### src/rtl/xlt_pkg.sv
// Package: shared types, fault codes and the page-size helper for the
// translation unit. Assumes 32-bit virtual and 29-bit physical addresses.
package xlt_pkg;
    localparam int VA_W   = 32;
    localparam int VPN_W  = 22;
    localparam int PPN_W  = 19;
    localparam int ASID_W = 8;
    localparam int CODE_W = 12;

    localparam logic [1:0] KIND_FETCH = 2'd0;
    localparam logic [1:0] KIND_READ  = 2'd1;
    localparam logic [1:0] KIND_WRITE = 2'd2;

    localparam logic [CODE_W-1:0] C_RD_MISS  = 12'h040;
    localparam logic [CODE_W-1:0] C_WR_MISS  = 12'h060;
    localparam logic [CODE_W-1:0] C_CLEAN_WR = 12'h080;
    localparam logic [CODE_W-1:0] C_RD_PROT  = 12'h0A0;
    localparam logic [CODE_W-1:0] C_WR_PROT  = 12'h0C0;
    localparam logic [CODE_W-1:0] C_RD_ADDR  = 12'h0E0;
    localparam logic [CODE_W-1:0] C_WR_ADDR  = 12'h100;
    localparam logic [CODE_W-1:0] C_MULTI    = 12'h140;

    typedef struct packed {
        logic              valid;
        logic              shared;
        logic              dirty;
        logic [1:0]        prot;
        logic [1:0]        size;
        logic [ASID_W-1:0] asid;
        logic [VPN_W-1:0]  vpn;
        logic [PPN_W-1:0]  ppn;
    } tlb_entry_t;

    // Offset mask for a size code: 1 KB, 4 KB, 64 KB, 1 MB.
    function automatic logic [VA_W-1:0] page_off_mask(input logic [1:0] sz);
        case (sz)
            2'd0:    return 32'h0000_03FF;
            2'd1:    return 32'h0000_0FFF;
            2'd2:    return 32'h0000_FFFF;
            default: return 32'h000F_FFFF;
        endcase
    endfunction
endpackage

### src/rtl/xlt_store.sv
// Entry store: DEPTH page entries written through one indexed port.
// Assumes the caller keeps the index within range. Reset clears all entries.
module xlt_store
    import xlt_pkg::*;
#(
    parameter int DEPTH = 4,
    localparam int IDX_W = (DEPTH > 1) ? $clog2(DEPTH) : 1
) (
    input  logic             clk,
    input  logic             rst_n,
    input  logic             we,
    input  logic [IDX_W-1:0] idx,
    input  tlb_entry_t       wdata,
    output tlb_entry_t       entries [DEPTH]
);
    tlb_entry_t mem [DEPTH];

    // Reset clears every entry; a write replaces the indexed entry.
    always_ff @(posedge clk) begin
        if (!rst_n) begin
            for (int i = 0; i < DEPTH; i++) mem[i] <= '0;
        end else if (we) begin
            mem[idx] <= wdata;
        end
    end

    assign entries = mem;
endmodule

### src/rtl/xlt_match.sv
// Match array: compares one address with every entry in parallel. It
// flags a hit and a multiple hit and ORs together the matching entries.
// The selected entry is only meaningful when exactly one entry hits.
module xlt_match
    import xlt_pkg::*;
#(
    parameter int DEPTH = 4
) (
    input  logic [VA_W-1:0]   addr,
    input  logic [ASID_W-1:0] cur_asid,
    input  logic              use_asid,
    input  tlb_entry_t        entries [DEPTH],
    output logic              hit,
    output logic              multi,
    output tlb_entry_t        sel
);
    logic [DEPTH-1:0] hit_vec;

    for (genvar g = 0; g < DEPTH; g++) begin : g_cmp
        logic [VA_W-1:0] msk;
        logic [VA_W-1:0] base;
        logic            tag_ok;
        assign msk    = page_off_mask(entries[g].size);
        assign base   = {entries[g].vpn, 10'b0};
        assign tag_ok = entries[g].shared || !use_asid ||
                        (entries[g].asid == cur_asid);
        assign hit_vec[g] = entries[g].valid && tag_ok &&
                            ((addr & ~msk) == (base & ~msk));
    end

    // Count the hits and OR the matching entries together.
    always_comb begin
        int unsigned cnt;
        cnt = 0;
        sel = '0;
        for (int i = 0; i < DEPTH; i++) begin
            if (hit_vec[i]) begin
                cnt = cnt + 1;
                sel = sel | entries[i];
            end
        end
        hit   = (cnt != 0);
        multi = (cnt > 1);
    end
endmodule

### src/rtl/xlt_classify.sv
// Classifier: decides the region, the checks to apply and the outcome of
// one access. Fixed windows are checked first, then the enable, then the
// match result. Protection is checked before the dirty bit.
module xlt_classify
    import xlt_pkg::*;
(
    input  logic [VA_W-1:0]   addr,
    input  logic [1:0]        kind,
    input  logic              priv,
    input  logic              xlat_en,
    input  logic              hit,
    input  logic              multi,
    input  tlb_entry_t        sel,
    output logic              fault,
    output logic [CODE_W-1:0] code,
    output logic [VA_W-1:0]   paddr
);
    logic is_wr, in_p12, in_p4, in_sq;
    logic [VA_W-1:0] msk;

    assign is_wr  = (kind == KIND_WRITE);
    assign in_p12 = (addr[31:30] == 2'b10);
    assign in_p4  = (addr[31:29] == 3'b111);
    assign in_sq  = (addr[31:26] == 6'b111000);
    assign msk    = page_off_mask(sel.size);

    // Pick the outcome of the access in priority order.
    always_comb begin
        fault = 1'b0;
        code  = '0;
        paddr = '0;
        if (in_p12 || in_p4) begin
            if (!priv && !in_sq) begin
                fault = 1'b1;
                code  = is_wr ? C_WR_ADDR : C_RD_ADDR;
            end else begin
                paddr = in_p12 ? {3'b000, addr[28:0]} : addr;
            end
        end else if (!xlat_en) begin
            paddr = {3'b000, addr[28:0]};
        end else if (multi) begin
            fault = 1'b1;
            code  = C_MULTI;
        end else if (!hit) begin
            fault = 1'b1;
            code  = is_wr ? C_WR_MISS : C_RD_MISS;
        end else if (!priv && !sel.prot[1]) begin
            fault = 1'b1;
            code  = is_wr ? C_WR_PROT : C_RD_PROT;
        end else if (is_wr && !sel.prot[0]) begin
            fault = 1'b1;
            code  = C_WR_PROT;
        end else if (is_wr && !sel.dirty) begin
            fault = 1'b1;
            code  = C_CLEAN_WR;
        end else begin
            paddr = ({3'b000, sel.ppn, 10'b0} & ~msk) | (addr & msk);
        end
    end
endmodule

### src/rtl/xlt_unit.sv
// Translation unit top: entry store, match array and classifier, with a
// registered result and the fault-address register. Assumes requests come
// at most one per cycle; the result follows one cycle later.
module xlt_unit
    import xlt_pkg::*;
#(
    parameter int DEPTH = 4,
    localparam int IDX_W = (DEPTH > 1) ? $clog2(DEPTH) : 1
) (
    input  logic              clk,
    input  logic              rst_n,
    input  logic              req_valid,
    input  logic [31:0]       req_addr,
    input  logic [1:0]        req_kind,
    input  logic              priv,
    input  logic              xlat_en,
    input  logic              sv_mode,
    input  logic              asid_we,
    input  logic [7:0]        asid_wdata,
    input  logic              ent_we,
    input  logic [IDX_W-1:0]  ent_idx,
    input  logic              ent_valid,
    input  logic              ent_shared,
    input  logic              ent_dirty,
    input  logic [1:0]        ent_prot,
    input  logic [1:0]        ent_size,
    input  logic [7:0]        ent_asid,
    input  logic [21:0]       ent_vpn,
    input  logic [18:0]       ent_ppn,
    output logic              rsp_valid,
    output logic              rsp_fault,
    output logic [11:0]       rsp_code,
    output logic [31:0]       rsp_paddr,
    output logic [31:0]       pteh
);
    tlb_entry_t        wentry;
    tlb_entry_t        entries [DEPTH];
    tlb_entry_t        sel;
    logic              hit, multi, c_fault;
    logic [CODE_W-1:0] c_code;
    logic [VA_W-1:0]   c_paddr;
    logic [VPN_W-1:0]  fault_vpn;
    logic [ASID_W-1:0] cur_asid;

    assign wentry = '{valid: ent_valid, shared: ent_shared, dirty: ent_dirty,
                      prot: ent_prot, size: ent_size, asid: ent_asid,
                      vpn: ent_vpn, ppn: ent_ppn};

    xlt_store #(.DEPTH(DEPTH)) u_store (
        .clk(clk), .rst_n(rst_n), .we(ent_we), .idx(ent_idx),
        .wdata(wentry), .entries(entries)
    );

    xlt_match #(.DEPTH(DEPTH)) u_match (
        .addr(req_addr), .cur_asid(cur_asid),
        .use_asid(!(sv_mode && priv)), .entries(entries),
        .hit(hit), .multi(multi), .sel(sel)
    );

    xlt_classify u_cls (
        .addr(req_addr), .kind(req_kind), .priv(priv), .xlat_en(xlat_en),
        .hit(hit), .multi(multi), .sel(sel),
        .fault(c_fault), .code(c_code), .paddr(c_paddr)
    );

    // Register the result of the current request.
    always_ff @(posedge clk) begin
        if (!rst_n) begin
            rsp_valid <= 1'b0;
            rsp_fault <= 1'b0;
            rsp_code  <= '0;
            rsp_paddr <= '0;
        end else begin
            rsp_valid <= req_valid;
            rsp_fault <= req_valid && c_fault;
            rsp_code  <= req_valid ? c_code : '0;
            rsp_paddr <= req_valid ? c_paddr : '0;
        end
    end

    // Fault page number on non-multiple faults; tag only by explicit write.
    always_ff @(posedge clk) begin
        if (!rst_n) begin
            fault_vpn <= '0;
            cur_asid  <= '0;
        end else begin
            if (req_valid && c_fault && c_code != C_MULTI)
                fault_vpn <= req_addr[31:10];
            if (asid_we)
                cur_asid <= asid_wdata;
        end
    end

    assign pteh = {fault_vpn, 2'b00, cur_asid};
endmodule

### config.mk
export PLATFORM = sky130hd
export DESIGN_NAME = xlt_unit
export DESIGN_NICKNAME = d
export VERILOG_FILES = /design/src/rtl/xlt_pkg.sv /design/src/rtl/xlt_store.sv /design/src/rtl/xlt_match.sv /design/src/rtl/xlt_classify.sv /design/src/rtl/xlt_unit.sv
export SDC_FILE = /design/constraint.sdc
export NUM_CORES = 1
export LEC_CHECK = 0
export CAP_MARGIN = 30
export CELL_PAD_IN_SITES_DETAIL_PLACEMENT = 2
export CELL_PAD_IN_SITES_GLOBAL_PLACEMENT = 2
export CORE_UTILIZATION = 38
export DETAILED_ROUTE_END_ITERATION = 8
export DONT_BUFFER_PORTS = 1
export HOLD_SLACK_MARGIN = 0.15
export PLACE_DENSITY_LB_ADDON = 0.3
export SLEW_MARGIN = 20
export SYNTH_ARGS = -nofsm -noshare
export SYNTH_HDL_FRONTEND = slang
export SYNTH_SLANG_ARGS = --single-unit
### constraint.sdc
create_clock -name clk -period 5.6 [get_ports clk]
set_input_delay 0.84 -clock clk [delete_from_list [all_inputs] [get_ports clk]]
set_output_delay 0.84 -clock clk [all_outputs]
set_load 0.05 [all_outputs]
Yosys cells after proc, flatten, opt, wreduce, memory -nomap -nowiden
Cells that the tools add are included.
Storage, ports and cells
  flip-flop bits (word level): 300
  bits of input ports: 108
  output and inout port bits: 78
  word-level logic and storage cells: 168
Cells by class
  $add $sub $neg: 3
  $lt $le $gt $ge: 3
  equal/unequal tests: 23
  multiplexer cells: 44
  bitwise gates (word level): 20
  reductions and logical operators: 37
Operators with widths (number)
  $mux 32: 12
  $pmux 20 s3: 5
  $and 32x32->32: 8
  $bwmux 224: 1
  $mux 54: 4
  $or 54x54->54: 3
  $not 20->32: 5
  $eq 32x32->1: 4
  $demux 56 s2: 1
  $mux 12: 7
  $add 32x1->32 const B: 2
  $mux 56: 1
  $and 29x32->32: 1
  $and 32x20->32: 1
  $eq 8x8->1: 4
  $gt 32x1->1 const B: 1
  $or 32x32->32: 1
  $reduce_bool 32->1: 1
  $logic_and 1x1->1: 16
  $eq 2x2->1 const B: 7
  $ne 12x9->1 const B: 1
  $eq 2x1->1 const B: 5
  $logic_not 2->1: 5
  $logic_or 1x1->1: 9
  other kinds (13): 25

Logic depth before layout (Yosys ltp)
  word-level depth: 25
  mapped depth: 20
  gate-level depth less buffers: 15

Cells and area by module
A second synthesis with hierarchy kept.
Unflattened totals
  cell total of the unflattened synthesis: 1497
  area, all modules: 14163.6 µm²
By module, submodules not included
  xlt_store: times used 1, cells each 787, area each 8137.8 µm²
  xlt_match: times used 1, cells each 402, area each 2770.2 µm²
  xlt_unit: times used 1, cells each 211, area each 2572.5 µm²
  xlt_classify: times used 1, cells each 97, area each 683.2 µm²

Least setup slack after synthesis
OpenSTA, ideal clock, no wires.
  path kind: input to register
  from: input port req_addr[27]
  to: register fault_vpn[10]
  library setup time: 0.072 ns
  data arrival time: 4.410 ns
  required time: 5.528 ns
  setup slack: 1.118 ns
  stages on the path: 18
  path through: buf_2 -> xnor2_1 -> nand3_1 -> or4_4 -> nor3_4 -> clkbuf_1 -> ha_1 -> xor2_1 -> ha_1 -> xnor2_1 -> nand3_1 -> o211ai_1 -> o211a_1 -> and2_1 -> buf_6 -> a2bb2oi_4 -> buf_8 -> mux2i_1
On the way
  cells in the longest elaborated chain, start to end: 21
RTL lines
  from (decl): line xlt_unit.sv:13  | input logic [31:0] req_addr,
  parallel branches: the longest is 20 deep, another holds $add 32x1->32
  $logic_and 1x1->1 (*): line xlt_unit.sv:87  | if (req_valid && c_fault && c_code != C_MULTI)
  to (signal assigned): line xlt_unit.sv:88  | fault_vpn <= req_addr[31:10];
  to (decl): line xlt_unit.sv:42  | logic [VPN_W-1:0] fault_vpn;
Mark *: on every way between the ends.
A chain may end at the register's enable or synchronous reset.

Worst setup path after layout
  from: register cur_asid[7]
  to: register fault_vpn[5]
On the way
  cells in the longest elaborated chain, start to end: 22
RTL lines
  from (decl): line xlt_unit.sv:43  | logic [ASID_W-1:0] cur_asid;
  from (signal assigned): line xlt_unit.sv:90  | cur_asid <= asid_wdata;
  parallel branches: the longest is 21 deep, another holds $add 32x1->32
  $logic_and 1x1->1 (*): line xlt_unit.sv:87
Marks and branches as above.

==> results.md <==
* WP buf/inv at 2
* Result of the run: finished clean
* CP Data Arrival Time at 4.95 ns
* Gates resized, CTS repair at 0
* Worst Path Required at 6.03 ns
* Critical path type: flop to flop
* Slowest cell on the critical path: sky130_fd_sc_hd__o21ai_0
* Cell with the most instances after synthesis: sky130_fd_sc_hd__nand2_1
* Synth Area in Simple Gates at 20.4%
* Tightest Hold Check Type: primary input to flop
* Post-CTS Hold Fix Bufs at 0
* Overall power consumption at 5010 µW
* Horizontal die dimension at 188 µm
* Largest fanout of any net on the critical path at 22
* Insertion delay to the later sink of the worst-skew pair at 0.51 ns
* # port buffers at 0
* Synth Area in Compound Gates at 18.8%
* Combinational family with the most area after synthesis: simple AND/OR/NAND/NOR gates
* Final layout net count at roughly 1600
* First-pass GRT wire length at 71.8 mm
* Area overhead of the layout relative to synthesis at 10.5%
* Portion of netlist area occupied by mux cells at 2.44%
* Number of remaining DRC errors at 0
* Total power density per cell area at 345 mW/mm²
* CTS tree: built
* Wire length reported by the detailed router at 46.9 mm
* Max-cap violations at 0
* Buffer cell driving the clock tree root: sky130_fd_sc_hd__clkbuf_16
* Sum of overflow across all layers after global routing at 0
* Largest buffer count on any clock path at 3
* Setup-failing EPs final at 0
* Area share of xor/xnor cells in the synthesized design at under 10%
* Gpl congestion at 0.842
* Post-Synthesis Cells at between 1500 and 2000
* Cell Rows at 67
* Post-synthesis adder-cell area fraction at 0.286%
* Leading post-synthesis cells by instance count: sky130_fd_sc_hd__nand2_1 (542), sky130_fd_sc_hd__dfxtp_1 (292), sky130_fd_sc_hd__a21boi_0 (230)
* Seq/Total Area, Yosys at 44.5%
* I/O pin cnt at 186
* Final worst path period need at 4.51 ns
* Area share of the leading cell type in the synthesized netlist at 44.5%
* Routed wirelength normalized by instance count at 23.7 µm
* Async set-reset flop share out of synthesis at 0%
* Yosys warns at 0
* Share of final-layout standard cells stronger than drive strength 1 at 6.00%
* Diodes inserted at 0
* Mean area per synthesized cell at 8.30 µm²
* Category of cells accounting for the largest share of critical-path delay: compound AO/OA/AOI/OAI gates
* Clock-pin slew of the registers on the worst-case setup and hold paths at 0.06 ns
* Vias after detailed routing at approximately 11000
* Setup TNS at 0 ns
* Dpl hpwl at 30.6 mm
* Max-slew headroom at 38.7%
* Synth area leaders: sky130_fd_sc_hd__dfxtp_1 (45%), sky130_fd_sc_hd__nand2_1 (15%), sky130_fd_sc_hd__a21boi_0 (13%), sky130_fd_sc_hd__xnor2_1 (6.8%), sky130_fd_sc_hd__clkbuf_1 (2.5%)
* 1st-pass router iterations at 5
* Drt via density at 5.51
* Worst stage delay on the critical path at roughly 0.55 ns
* Setup repair after global routing missed its margin: no
* Count of routing violations after the opening detailed-route iteration at 580
* Clock H-tree levels at 2
* Final Cycle Share at 80.6%
* Core footprint at 0.0338 mm²
* Yosys top cell by area: sky130_fd_sc_hd__dfxtp_1
* Number of buffers added for setup after CTS at 0
* Num CTS Buffers at 35
* Least-Margin Pin Slew at 0.919 ns
* Number of flops mapped to enable cells by yosys at 0
* Gr usage total at 26.4%
* Clock sinks at between 200 and 300
* Area of the mapped netlist at 0.0131 mm²
* Antenna violations before repair at 1
* Pins Over Slew Limit at 0
* Via count of the first global-routing pass at 11983
* Clock skew at 0.0190 ns
* Die Area at approximately 0.035 mm²
* Worst setup SP type: flop
* Static power due to leakage at 0.00505 µW
* Most used flip-flop cell after synthesis: sky130_fd_sc_hd__dfxtp_1
* Antenna-violating nets left at 0
* Cell variety after synth at 55
* Worst-case vdd ir drop at about 0.00017 V
* Hold violation count in the final report at 0
* Crit. End Element: flop
* Achievable Freq at 222 MHz
* Cell chain of the critical path: buf_4 -> xnor2_1 -> nand4_1 -> o21ai_0 -> and4bb_2 -> ha_1 -> xor2_1 -> ha_1 -> xnor2_1 -> nand3_1 -> o211ai_1 -> o211a_1 -> and2_1 -> a2bb2oi_4 -> buf_4 -> mux2i_1
* Die Ht at 188 µm
* Register bit count reported by yosys at approximately 300
* Effective utilization at floorplan at 38.9%
* Largest net degree at the start of global routing at 278
==> flip-flops by register name (all words and copies together), names as in the netlist <==
name	flops
fault_vpn	22
rsp_valid	1
rsp_paddr	32
rsp_fault	1
cur_asid	8
u_store.entries	224
rsp_code	4
==> final timing paths <==
| check | from | end | slack (ns) | cells past startpoint |
|---|---|---|---|---|
| setup / recovery | cur_asid[7] | fault_vpn[5] | 1.09 | 16 |
| hold / removal | req_addr[0] | rsp_paddr[0] | 0.45 | 1 |
| hold reg to reg | u_store.entries[182] | u_store.entries[182] | 0.47 | 2 |
| setup reg to reg | cur_asid[7] | fault_vpn[5] | 1.09 | 16 |
==> layout make-up <==
class / instances / area, µm²
inverter: 10 / 37.5
tap: 448 / 561
multi-input combinational: 1147 / 6660
timing repair buffer: 23 / 185
fill: 3728 / 19300
sequential: 292 / 5850
clock inverter: 6 / 109
clock buffer: 55 / 1100
==> layer usage <==
| metal | GRT usage (%) | routed length (µm) |
|---|---|---|
| met1 | 32.3 | 20200 |
| met2 | 45.9 | 22700 |
| met3 | 5.86 | 2700 |
| met4 | 8.41 | 1280 |
| met5 | 0 | 13 |
==> where the power goes <==
| part | internal, µW | switching [µW] |
|---|---|---|
| sequential | 2150 | 118 |
| combinational | 138 | 214 |
| clock | 1490 | 901 |
| total | 3780 | 1230 |
==> cell families after synthesis <==
| kind of cell | count (synthesis) |
|---|---|
| xor+xnor | 124 |
| fa+ha+maj | 3 |
| compound gates | 328 |
| buf+inv | 152 |
| mux | 32 |
| flops | 292 |
| simple gates | 650 |
| other cells | 1 |
==> through the flow <==
stage / cells / instance area (µm²) / setup WS [ns] / util (%) / hold slack [ns]
floorplan: 1591 / 13200 / 1.12 / - / 0.441
global placement: 1919 / 13300 / 0.989 / 39.3 / 0.447
detailed placement: 1920 / 13300 / 0.784 / 39.3 / 0.458
CTS: 1981 / 14500 / 1.10 / 42.9 / 0.439
global route: 1981 / 14500 / 0.863 / 42.9 / 0.450
finish: 1981 / 14500 / 1.09 / 42.9 / 0.454
==> cells in the final DEF (no fill, tap or decap), types with 11 or more instances in the layout <==
cell                        instances
sky130_fd_sc_hd__and2_1            14
sky130_fd_sc_hd__nand2_1          542
sky130_fd_sc_hd__clkbuf_16         37
sky130_fd_sc_hd__mux2i_1           32
sky130_fd_sc_hd__buf_4             22
sky130_fd_sc_hd__dfxtp_1          292
sky130_fd_sc_hd__a21oi_1           30
sky130_fd_sc_hd__nand4_1           20
sky130_fd_sc_hd__nand3_1           20
sky130_fd_sc_hd__a222oi_1          21
sky130_fd_sc_hd__xnor2_1          102
sky130_fd_sc_hd__xor2_1            22
sky130_fd_sc_hd__clkbuf_8          11
sky130_fd_sc_hd__a21boi_0         230
sky130_fd_sc_hd__o21ai_0           12
No activity file was read; power rests on OpenSTA's default activity.
